### src/rtl/scp_pkg.sv
package scp_pkg;

    typedef enum logic [1:0] {
        ST_IDLE,
        ST_ON,
        ST_PER
    } scp_state_e;

    typedef struct packed {
        logic fall;
        logic rise;
    } scp_edge_t;

    function automatic int unsigned bits_for(input int unsigned n);
        return $clog2(n + 1);
    endfunction

endpackage

### src/rtl/scp_cmd_filter.sv
module scp_cmd_filter
    import scp_pkg::*;
#(
    parameter int unsigned FILT_TICKS = 750
) (
    input  logic      clk,
    input  logic      rst,
    input  logic      cmd_n,
    output logic      lvl,
    output scp_edge_t edges
);
    localparam int unsigned RW = bits_for(FILT_TICKS);

    logic [RW-1:0] run_q;
    logic          lvl_q;
    logic          differ;
    logic          flip;

    assign differ = (cmd_n != lvl_q);
    assign flip   = differ && (run_q == RW'(FILT_TICKS - 1));

    always_ff @(posedge clk) begin
        if (rst) begin
            run_q <= '0;
            lvl_q <= 1'b1;
        end else if (!differ) begin
            run_q <= '0;
        end else if (flip) begin
            run_q <= '0;
            lvl_q <= cmd_n;
        end else begin
            run_q <= run_q + 1'b1;
        end
    end

    assign lvl        = lvl_q;
    assign edges.fall = flip && lvl_q;
    assign edges.rise = flip && !lvl_q;

endmodule

### src/rtl/scp_pulse_meter.sv
module scp_pulse_meter
    import scp_pkg::*;
#(
    parameter int unsigned TW        = 17,
    parameter int unsigned TMO_TICKS = 75000
) (
    input  logic          clk,
    input  logic          rst,
    input  scp_edge_t     edges,
    output logic [TW-1:0] period,
    output logic [TW-1:0] on_len,
    output logic          per_done,
    output logic          tmo
);
    localparam int unsigned CW = bits_for(TMO_TICKS);

    logic [CW-1:0] cnt_q;
    logic [CW-1:0] on_q;
    logic          armed_q;

    always_ff @(posedge clk) begin
        if (rst) begin
            cnt_q   <= '0;
            on_q    <= '0;
            armed_q <= 1'b0;
        end else begin
            if (edges.fall) begin
                cnt_q <= CW'(1);
            end else if (cnt_q != CW'(TMO_TICKS)) begin
                cnt_q <= cnt_q + 1'b1;
            end
            if (edges.fall) begin
                armed_q <= 1'b1;
            end else if (tmo) begin
                armed_q <= 1'b0;
            end
            if (edges.rise && armed_q) begin
                on_q <= cnt_q;
            end
        end
    end

    assign per_done = edges.fall && armed_q;
    assign tmo      = armed_q && !edges.fall && (cnt_q == CW'(TMO_TICKS));
    assign period   = TW'(cnt_q);
    assign on_len   = TW'(on_q);

endmodule

### src/rtl/scp_seq_div.sv
module scp_seq_div
    import scp_pkg::*;
#(
    parameter int unsigned NW = 27
) (
    input  logic          clk,
    input  logic          rst,
    input  logic          start,
    input  logic [NW-1:0] num,
    input  logic [NW-1:0] den,
    output logic [NW-1:0] quo,
    output logic          done
);
    localparam int unsigned SW = bits_for(NW);

    logic [NW-1:0] rem_q;
    logic [NW-1:0] q_q;
    logic [NW-1:0] den_q;
    logic [SW-1:0] step_q;
    logic          busy_q;
    logic          done_q;
    logic [NW:0]   sh;
    logic          fits;

    assign sh   = {rem_q, q_q[NW-1]};
    assign fits = (sh >= {1'b0, den_q});

    always_ff @(posedge clk) begin
        if (rst) begin
            rem_q  <= '0;
            q_q    <= '0;
            den_q  <= '0;
            step_q <= '0;
            busy_q <= 1'b0;
            done_q <= 1'b0;
        end else begin
            done_q <= 1'b0;
            if (start) begin
                rem_q  <= '0;
                q_q    <= num;
                den_q  <= den;
                step_q <= SW'(NW);
                busy_q <= 1'b1;
            end else if (busy_q) begin
                if (fits) begin
                    rem_q <= NW'(sh - {1'b0, den_q});
                    q_q   <= {q_q[NW-2:0], 1'b1};
                end else begin
                    rem_q <= sh[NW-1:0];
                    q_q   <= {q_q[NW-2:0], 1'b0};
                end
                step_q <= step_q - 1'b1;
                if (step_q == SW'(1)) begin
                    busy_q <= 1'b0;
                    done_q <= 1'b1;
                end
            end
        end
    end

    assign quo  = q_q;
    assign done = done_q;

endmodule

### src/rtl/supply_comp_pwm.sv
module supply_comp_pwm
    import scp_pkg::*;
#(
    parameter int unsigned TW         = 17,
    parameter int unsigned VW         = 10,
    parameter int unsigned VNOM       = 512,
    parameter int unsigned FILT_TICKS = 750,
    parameter int unsigned TMO_TICKS  = 75000
) (
    input  logic          clk,
    input  logic          rst,
    input  logic          cmd_n,
    input  logic          reg_en,
    input  logic [VW-1:0] vbat_code,
    input  logic          vbat_vld,
    output logic [TW-1:0] out_on,
    output logic [TW-1:0] out_per,
    output logic          out_vld
);
    localparam int unsigned NW = TW + VW;
    localparam logic [NW-1:0] TMAX = {{VW{1'b0}}, {TW{1'b1}}};

    scp_edge_t     edges;
    logic          cmd_lvl;
    logic [TW-1:0] period;
    logic [TW-1:0] on_len;
    logic          per_done;
    logic          tmo_ev;

    logic [VW-1:0] vq;
    logic [VW-1:0] veff;
    logic [VW-1:0] v_hold;
    logic [TW-1:0] per_hold;
    logic [TW-1:0] q_on;
    scp_state_e    st;

    logic          start_on;
    logic          start_per;
    logic          div_start;
    logic [NW-1:0] div_num;
    logic [NW-1:0] div_den;
    logic [NW-1:0] div_quo;
    logic          div_done;
    logic [TW-1:0] quo_sat;

    scp_cmd_filter #(.FILT_TICKS(FILT_TICKS)) u_filt (
        .clk   (clk),
        .rst   (rst),
        .cmd_n (cmd_n),
        .lvl   (cmd_lvl),
        .edges (edges)
    );

    scp_pulse_meter #(.TW(TW), .TMO_TICKS(TMO_TICKS)) u_meter (
        .clk      (clk),
        .rst      (rst),
        .edges    (edges),
        .period   (period),
        .on_len   (on_len),
        .per_done (per_done),
        .tmo      (tmo_ev)
    );

    scp_seq_div #(.NW(NW)) u_div (
        .clk   (clk),
        .rst   (rst),
        .start (div_start),
        .num   (div_num),
        .den   (div_den),
        .quo   (div_quo),
        .done  (div_done)
    );

    always_ff @(posedge clk) begin
        if (rst) begin
            vq <= VW'(VNOM);
        end else if (vbat_vld) begin
            vq <= vbat_code;
        end
    end

    assign veff = (vq == '0) ? VW'(1) : vq;

    always_comb begin
        start_on  = per_done && reg_en;
        start_per = (st == ST_ON) && div_done;
        div_start = start_on || start_per;
        if (start_on) begin
            div_num = NW'(on_len) * NW'(VNOM);
            div_den = NW'(veff);
        end else begin
            div_num = NW'(per_hold) * NW'(v_hold);
            div_den = NW'(VNOM);
        end
        quo_sat = (div_quo > TMAX) ? {TW{1'b1}} : div_quo[TW-1:0];
    end

    always_ff @(posedge clk) begin
        if (rst) begin
            st       <= ST_IDLE;
            q_on     <= '0;
            per_hold <= '0;
            v_hold   <= '0;
            out_on   <= '0;
            out_per  <= '0;
            out_vld  <= 1'b0;
        end else begin
            if (st == ST_ON && div_done) begin
                q_on <= quo_sat;
                st   <= ST_PER;
            end else if (st == ST_PER && div_done) begin
                out_per <= quo_sat;
                out_on  <= (q_on > quo_sat) ? quo_sat : q_on;
                out_vld <= 1'b1;
                st      <= ST_IDLE;
            end
            if (per_done) begin
                if (reg_en) begin
                    per_hold <= period;
                    v_hold   <= veff;
                    st       <= ST_ON;
                end else begin
                    out_on  <= on_len;
                    out_per <= period;
                    out_vld <= 1'b1;
                    st      <= ST_IDLE;
                end
            end
            if (tmo_ev) begin
                out_on  <= '0;
                out_per <= '0;
                out_vld <= 1'b0;
                st      <= ST_IDLE;
            end
        end
    end

endmodule

### config.mk
export PLATFORM = sky130hd
export DESIGN_NAME = supply_comp_pwm
export DESIGN_NICKNAME = d
export VERILOG_FILES = /design/src/rtl/scp_pkg.sv /design/src/rtl/scp_cmd_filter.sv /design/src/rtl/scp_pulse_meter.sv /design/src/rtl/scp_seq_div.sv /design/src/rtl/supply_comp_pwm.sv
export SDC_FILE = /design/constraint.sdc
export NUM_CORES = 1
export LEC_CHECK = 0
export ABC_AREA = 1
export BUFFER_PORTS_ARGS = -buffer_cell sky130_fd_sc_hd__clkbuf_2
export CAP_MARGIN = 20
export CORE_MARGIN = 1.5
export CORE_UTILIZATION = 50
export DETAILED_ROUTE_END_ITERATION = 12
export PLACE_DENSITY = 0.66
export SYNTH_ARGS = -nofsm -noshare
export SYNTH_HDL_FRONTEND = slang
export SYNTH_SLANG_ARGS = --single-unit
### constraint.sdc
create_clock -name clk -period 6.53 [get_ports clk]
set_clock_uncertainty 0.1 [all_clocks]
set_input_delay 0.3265 -clock clk [delete_from_list [all_inputs] [get_ports clk]]
set_output_delay 0.3265 -clock clk [all_outputs]
set_load 0.01 [all_outputs]
==> results of run 1 <==
## worst min-delay path, cell delays in order
cell and delay [ns]:
clkbuf_2 0.19, nand2_1 0.07, nand3_1 0.06
## metrics by stage
step / area (um2) / cells
3_3_place_gp: 17300 / 2914
4_1_cts: 18300 / 2969
5_1_grt: 18300 / 2970
3_5_place_dp: 17400 / 2915
6_report: 18300 / 2970
2_1_floorplan: 16900 / 2513
## power by group through the flow
stage,registers (uW),logic (uW),clock network [uW]
3_5_place_dp,1310,54.9,0
5_1_grt,1280,66.6,1520
3_3_place_gp,1310,54.5,0
4_1_cts,1280,59.9,1470
6_report,1280,60.2,1440
2_1_floorplan,1310,34.9,0
## cells in the final DEF, fill, tap and decap left out, types with 19 or more instances in the layout
master | netlist | layout
xor2_1 | 19 | 19
nand2_1 | 669 | 669
nor2_1 | 190 | 190
ha_1 | 95 | 95
fa_1 | 119 | 119
clkbuf_16 | 0 | 24
nor3_1 | 22 | 22
o211ai_1 | 23 | 23
dfxtp_1 | 208 | 208
o21ai_0 | 135 | 135
inv_1 | 475 | 474
nand4_1 | 45 | 45
nand3_1 | 141 | 141
clkbuf_2 | 0 | 49
a21oi_1 | 162 | 162
## cell type report
| class | instances | area, um2 |
|---|---|---|
| Fill cell | 3343 | 15000 |
| Inverter | 484 | 1820 |
| Clock buffer | 38 | 743 |
| Tap cell | 448 | 561 |
| Timing Repair Buffer | 73 | 470 |
| Sequential cell | 208 | 4160 |
| Clock inverter | 6 | 110 |
| Multi-Input combinational cell | 1713 | 10500 |
## synthesized netlist by cell type (2+ instances only)
cell type	instances	area, um2
a21o_1	2	15.0
a21oi_1	162	811
a31oi_1	3	18.8
and2_1	3	18.8
and3_1	10	62.6
buf_1	9	33.8
buf_2	10	50.1
buf_6	5	56.3
clkbuf_1	83	312
clkinv_1	5	18.8
dfxtp_1	208	4160
fa_1	119	2380
ha_1	95	1190
inv_1	475	1780
inv_2	3	11.3
nand2_1	669	2510
nand3_1	141	706
nand3_2	4	40.0
nand3b_1	5	37.5
nand4_1	45	282
nor2_1	190	713
nor2_4	2	22.5
nor3_1	22	110
nor3_2	3	30.0
nor3b_1	2	15.0
nor4_1	7	43.8
o211ai_1	23	173
o211ai_2	9	113
o21ai_0	135	676
o21ai_1	2	10.0
o21bai_1	4	30.0
o22ai_1	2	12.5
or2_0	11	68.8
or2_2	7	43.8
xnor2_1	9	78.8
xor2_1	19	166
## flip-flops by register name, indices dropped and copies added, names as in the netlist, 2 cells and up
signal,flops
per_hold,17
q_on,17
u_div.rem_q,27
u_div.den_q,10
u_div.quo,27
v_hold,10
u_meter.on_len,17
vq,10
u_filt.run_q,10
u_meter.period,17
st,2
u_div.step_q,5
out_per,17
out_on,17
## cell families after synthesis
kind of cell	count (synthesis)	synth area share, %
AND/OR/NAND/NOR	1124	28.1
buffers and inverters	592	13.5
AO/OA/AOI/OAI	347	11.2
adder cells (fa/ha/maj)	214	21.1
flip-flops	208	24.6
XOR/XNOR	28	1.45
## repair_timing
| item | in CTS | in global routing |
|---|---|---|
| setup buffers | 0 | 0 |
| hold buffers | 10 | 0 |
| endpoints found under the hold margin | 10 | 0 |
## layer usage
layer / vias to the layer above / wire length, um / share of wire, %
li1: 7777 / - / -
met5: - / 0 / 0
met2: 446 / 22300 / 47
met3: 91 / 2510 / 5.3
met4: 0 / 1330 / 2.8
met1: 7450 / 21600 / 45
## worst paths after layout
check	startpoint	endpoint	cells after the start	slack, ns
worst max-delay path	v_hold[9]$_SDFFE_PP0P_	u_div.quo[10]$_SDFFE_PP0P_	19	0.99
worst min-delay path	vbat_vld	vq[9]$_SDFFE_PP1P_	3	0.07
worst max register to register	v_hold[9]$_SDFFE_PP0P_	u_div.quo[10]$_SDFFE_PP0P_	19	0.99
worst min register to register	u_filt.run_q[0]$_SDFF_PP0_	u_filt.run_q[0]$_SDFF_PP0_	1	0.36
==> flow_summary.toml, run 1 <==
[worst_setup_path]
cp_top_family = "adder cells"
setup.worst_path.end_class = "flop"
slowest_stage = "dfxtp_1"
critPathMostFrequentCell = "fa_1"
timing.critical_path.arrival_ns = 5.90
worst_path_largest_cell_delay_ns = 0.79
critPathMaxFanout = 18
cp.buffers_inverters = 3
worstPathRequired_ns = 6.89
timing.setup.critical_path_class = "reg -> reg"
path_cells = "nand2_1 > fa_1 > fa_1 > inv_1 > fa_1 > fa_1 > inv_1 > fa_1 > inv_1 > ha_1 > nand2_1 > nor2_1 > nand3_1 > nand2_1 > xor2_1 > nand3_1 > nand2_1 > nor2_1 > nor2_1"
cp-start-kind = "flop"

[global_routing]
first_global_vias = 15700
grt-ovfl-total = 0
grt_most_used_layer = "met2"
number_of_antenna_violations_at_the_first_check_in_global_routing = 0
grt.met1_usage_pct = 37.6
gr-usage-met2_pct = 46.9
grt_use_met3_pct = 3.23
total_routing_resource_utilization_after_global_routing_pct = 27.9
maximum_number_of_pins_on_one_net_before_global_route_repair = 54
grt_first_pass_wirelength_mm = 79.6

[clocking]
cts.clk_slew.worst_paths_ns = 0.07
cts_max_path_buffers = 3
cts_tree = "yes"
h-tree-depth = 1
clock_sinks = 208
clk_root_buf = "clkbuf_16"
number_of_buffers_inserted_during_clock_tree_synthesis = 24
clock_latency_ns = 0.56
post_cts_resized = 0

[timing]
final_hold_viol_count = 0
holdWs_ns = 0.0701
unrepaired_setup_endpoints_after_global_routing = "no"
max_slew_margin_pct = 31.3
setup-tns-final_ns = 0
fmax_mhz = 180
final_period_minus_worst_setup_slack_ns = 5.54
worst_pin_slew_ns = 1.03
setup_ws_ns = 0.986
report.final.setup_viol = 0
slew_viol_final = 0
final.period_utilization_pct = 84.9

[floorplan]
placementRows = 67
core_um2 = 33400
die_area_um2 = 34900
design.portCount = 50
start_util_pct = 50.6
chipHeight_um = 187
die_w_um = 187

[power_and_ir_drop]
swShare_pct = 22.5
comb_power_share_pct = 2.2
design_power_total_uw = 2780
pwr-share-seq_pct = 46.1
power_switching_uw = 626
vdd_drop_max_uv = 188
clkPwrFrac_pct = 51.8
power-per-cell-area_nw_per_um2 = 152
power.internal_uw = 2160
total_leakage_power_uw = 0.0100

[synthesis]
async_flop_share_pct = 0
netlist-cell-type-count = 46
ys_warns = 0
synth_enable_flop_cells = 0
synthCells = 2513
synth_flop_cell = "dfxtp_1"
cell_area_after_synthesis_um2 = 16900
seq_area_frac_synth_pct = 24.6
synth.avg_cell_area_um2 = 6.72
syn_nets = 2742
yosys_register_bits = 208

[detailed_routing]
dr.pass1.iters = 5
routed_wl_mm = 47.8
average_wire_per_standard_cell_um = 16.1
routed-via-count = 15800
drtIter0Drc = 1172
final_antenna_net_count = 0
post_drt_via_cell_ratio = 5.31
route.detailed.drc = 0

[final_layout]
finish.net_count = 2733
area_growth_syn_to_layout_pct = 8.49
drive_above_1_share_pct = 5.39
n_antenna_cell = 0
layout.core_utilization_pct = 54.9

[place]
placement.io_buffers = 49
gp_routability_congestion = 0.927
dp_slack_ns = 1.11
place_hpwl_mm = 36.0

[run]
cap_violations = 0

[run_status]
status = "complete, no violations"

[min_path]
timing.hold.worst.class = "in -> reg"
No activity file was read; power rests on OpenSTA's default activity.
==> inputs of run 2 (changes only) <==
--- a/config.mk
+++ b/config.mk
@@ -11,7 +11,7 @@
 export CORE_MARGIN = 1.5
 export CORE_UTILIZATION = 50
 export DETAILED_ROUTE_END_ITERATION = 12
-export PLACE_DENSITY = 0.66
+export PLACE_DENSITY = 0.69
 export SYNTH_ARGS = -nofsm -noshare
 export SYNTH_HDL_FRONTEND = slang
 export SYNTH_SLANG_ARGS = --single-unit
==> constraint.sdc (replaced) <==
create_clock -name clk -period 4.8 [get_ports clk]
set_clock_uncertainty 0.1 [all_clocks]
set_input_delay 0.24 -clock clk [delete_from_list [all_inputs] [get_ports clk]]
set_output_delay 0.24 -clock clk [all_outputs]
set_load 0.01 [all_outputs]
==> run 2 against run 1 <==
Compared with the run above:
- combinational power up 42%
- power up 38%
- worst hold slack worse by 0.020 ns
- critical endpoint is now u_div.quo[22]$_SDFFE_PP0P_
- non-clock buffer count up 110
- register-to-register slack worse by 0.90 ns
- worst setup slack worse by 0.90 ns
==> flow_summary.toml, run 2 (synthesized netlist as in run 1, its figures left out) <==
[global_routing]
first_global_vias = 16000
total_routing_resource_utilization_after_global_routing_pct = 28.2
maximum_number_of_pins_on_one_net_before_global_route_repair = 61
grt-ovfl-total = 0
number_of_antenna_violations_at_the_first_check_in_global_routing = 0
grt_first_pass_wirelength_mm = 81.0

[timing]
final_period_minus_worst_setup_slack_ns = 4.71
fmax_mhz = 212
setup-tns-final_ns = 0
slew_viol_final = 0
final_hold_viol_count = 0
unrepaired_setup_endpoints_after_global_routing = "yes"
holdWs_ns = 0.0504
max_slew_margin_pct = 38.7
report.final.setup_viol = 0
final.period_utilization_pct = 98.1
worst_pin_slew_ns = 0.916

[place]
placement.io_buffers = 49
place_hpwl_mm = 37.2
gp_routability_congestion = 0.937

[run]
cap_violations = 0

[worst_setup_path]
rr_worst_depth = 20
capture_instance_of_the_worst_register_to_register_path = "u_div.quo[22]$_SDFFE_PP0P_"
slowest_stage = "fa_1"
timing.critical_path.arrival_ns = 5.10
timing.setup.critical_path_class = "reg -> reg"
cp-start-kind = "flop"
cp_top_family = "adder cells"
regToRegSetupSlack_ns = 0.09
path_cells = "buf_6 > buf_12 > nand2_2 > fa_1 > inv_2 > fa_1 > fa_1 > fa_1 > inv_2 > fa_1 > inv_2 > ha_4 > nand2_2 > inv_2 > nand2_4 > nor2_4 > nand4_1 > nand4_1 > nand3_1 > a21oi_2"
cp.buffers_inverters = 6
setup.worst_path.end_class = "flop"
critPathMostFrequentCell = "fa_1"
reg2reg_launch_point = "v_hold[3]$_SDFFE_PP0P_"
worstPathRequired_ns = 5.19
worst_path_largest_cell_delay_ns = 0.56
worst-path-stages = 20
critPathMaxFanout = 6
critPathLaunch = "v_hold[3]$_SDFFE_PP0P_"

[clocking]
h-tree-depth = 1
cts_tree = "yes"
clock_sinks = 208
cts.clk_slew.worst_paths_ns = 0.06
clock_latency_ns = 0.56
clk_root_buf = "clkbuf_16"
cts_max_path_buffers = 3
number_of_buffers_inserted_during_clock_tree_synthesis = 24

[power_and_ir_drop]
vdd_drop_max_uv = 273
power-per-cell-area_nw_per_um2 = 192
design_power_total_uw = 3840
total_leakage_power_uw = 0.0107

[final_layout]
final_common_cell = "nand2_1"
most-common-layout-cells = "614 x nand2_1, 449 x inv_1, 185 x dfxtp_1"
n_antenna_cell = 0
finish.net_count = 2843
drive_above_1_share_pct = 15.5
layout.core_utilization_pct = 60.0
area_growth_syn_to_layout_pct = 18.5

[detailed_routing]
dr.pass1.iters = 6
final_antenna_net_count = 0
post_drt_via_cell_ratio = 5.32
average_wire_per_standard_cell_um = 16.1
drtIter0Drc = 1088
route.detailed.drc = 0
routed_wl_mm = 49.5
routed-via-count = 16400

[floorplan]
placementRows = 67
design.portCount = 50
start_util_pct = 50.6
die_area_um2 = 34900
chipHeight_um = 187
core_um2 = 33400
die_w_um = 187

[min_path]
hold_path_startpoint = "vbat_vld"
sink_of_the_worst_hold_path = "vq[3]$_SDFFE_PP0P_"
worstHoldPathCells = 3
timing.hold.worst.class = "in -> reg"

[run_status]
status = "complete, no violations"
-- run 2: worst reg2reg max path, delay by kind of cell (launching register included) --
| kind | cells | cell delay, ns |
|---|---|---|
| and+or+nand+nor | 7 | 0.77 |
| buffers and inverters | 6 | 0.46 |
| DFF | 1 | 0.36 |
| AOI/OAI and AO/OA | 1 | 0.14 |
| adders and majority gates | 6 | 2.83 |
-- run 2: repair_timing --
action,CTS,global route
setup buffers,4,8
cloned,0,1
pin swaps,24,102
hold buffers,12,0
hold endpoints to repair,11,0
resized for setup,63,148
setup endpoints to repair,18,19
-- run 2: metal layers --
layer	track usage, %	up-vias	share of wire, %	wire length [um]
met5	0	-	0	0
met4	8.37	0	2.9	1450
met3	5.23	93	7.1	3510
met2	45.9	574	46	22600
met1	38.3	7723	44	22000
li1	-	7983	-	-
-- run 2: where the power goes --
group	internal, uW	switching (uW)
clock	1240	773
combinational	25.4	59.8
sequential	1730	8.23
total	3000	841
-- run 2: worst max-delay path by stage --
stage / slack [ns] / endpoint
final: 0.09 / u_div.quo[22]$_SDFFE_PP0P_
after global routing: -0.10 / u_div.quo[12]$_SDFFE_PP0P_
after detailed placement: -0.33 / u_div.quo[14]$_SDFFE_PP0P_
after global placement: -0.35 / u_div.quo[14]$_SDFFE_PP0P_
after CTS: -0.04 / u_div.quo[14]$_SDFFE_PP0P_
after floorplan: -0.004 / u_div.quo[13]$_SDFFE_PP0P_
-- run 2: layout make-up --
type	instances	area [um2]
clock inverter	7	165
inverter	484	1820
timing repair buffer	183	1440
sequential	208	4240
multi-input combinational	1713	11100
clock buffer	35	712
fill	3077	13400
tap	448	561
-- run 2: through the flow --
stage | cell area [um2] | setup WS [ns] | instances
floorplan | 16900 | -0.00410 | 2513
detailed placement | 18100 | -0.332 | 3010
finish | 20000 | 0.0900 | 3078
CTS | 19400 | -0.0385 | 3068
global route | 20000 | -0.100 | 3078
global placement | 18100 | -0.350 | 3010
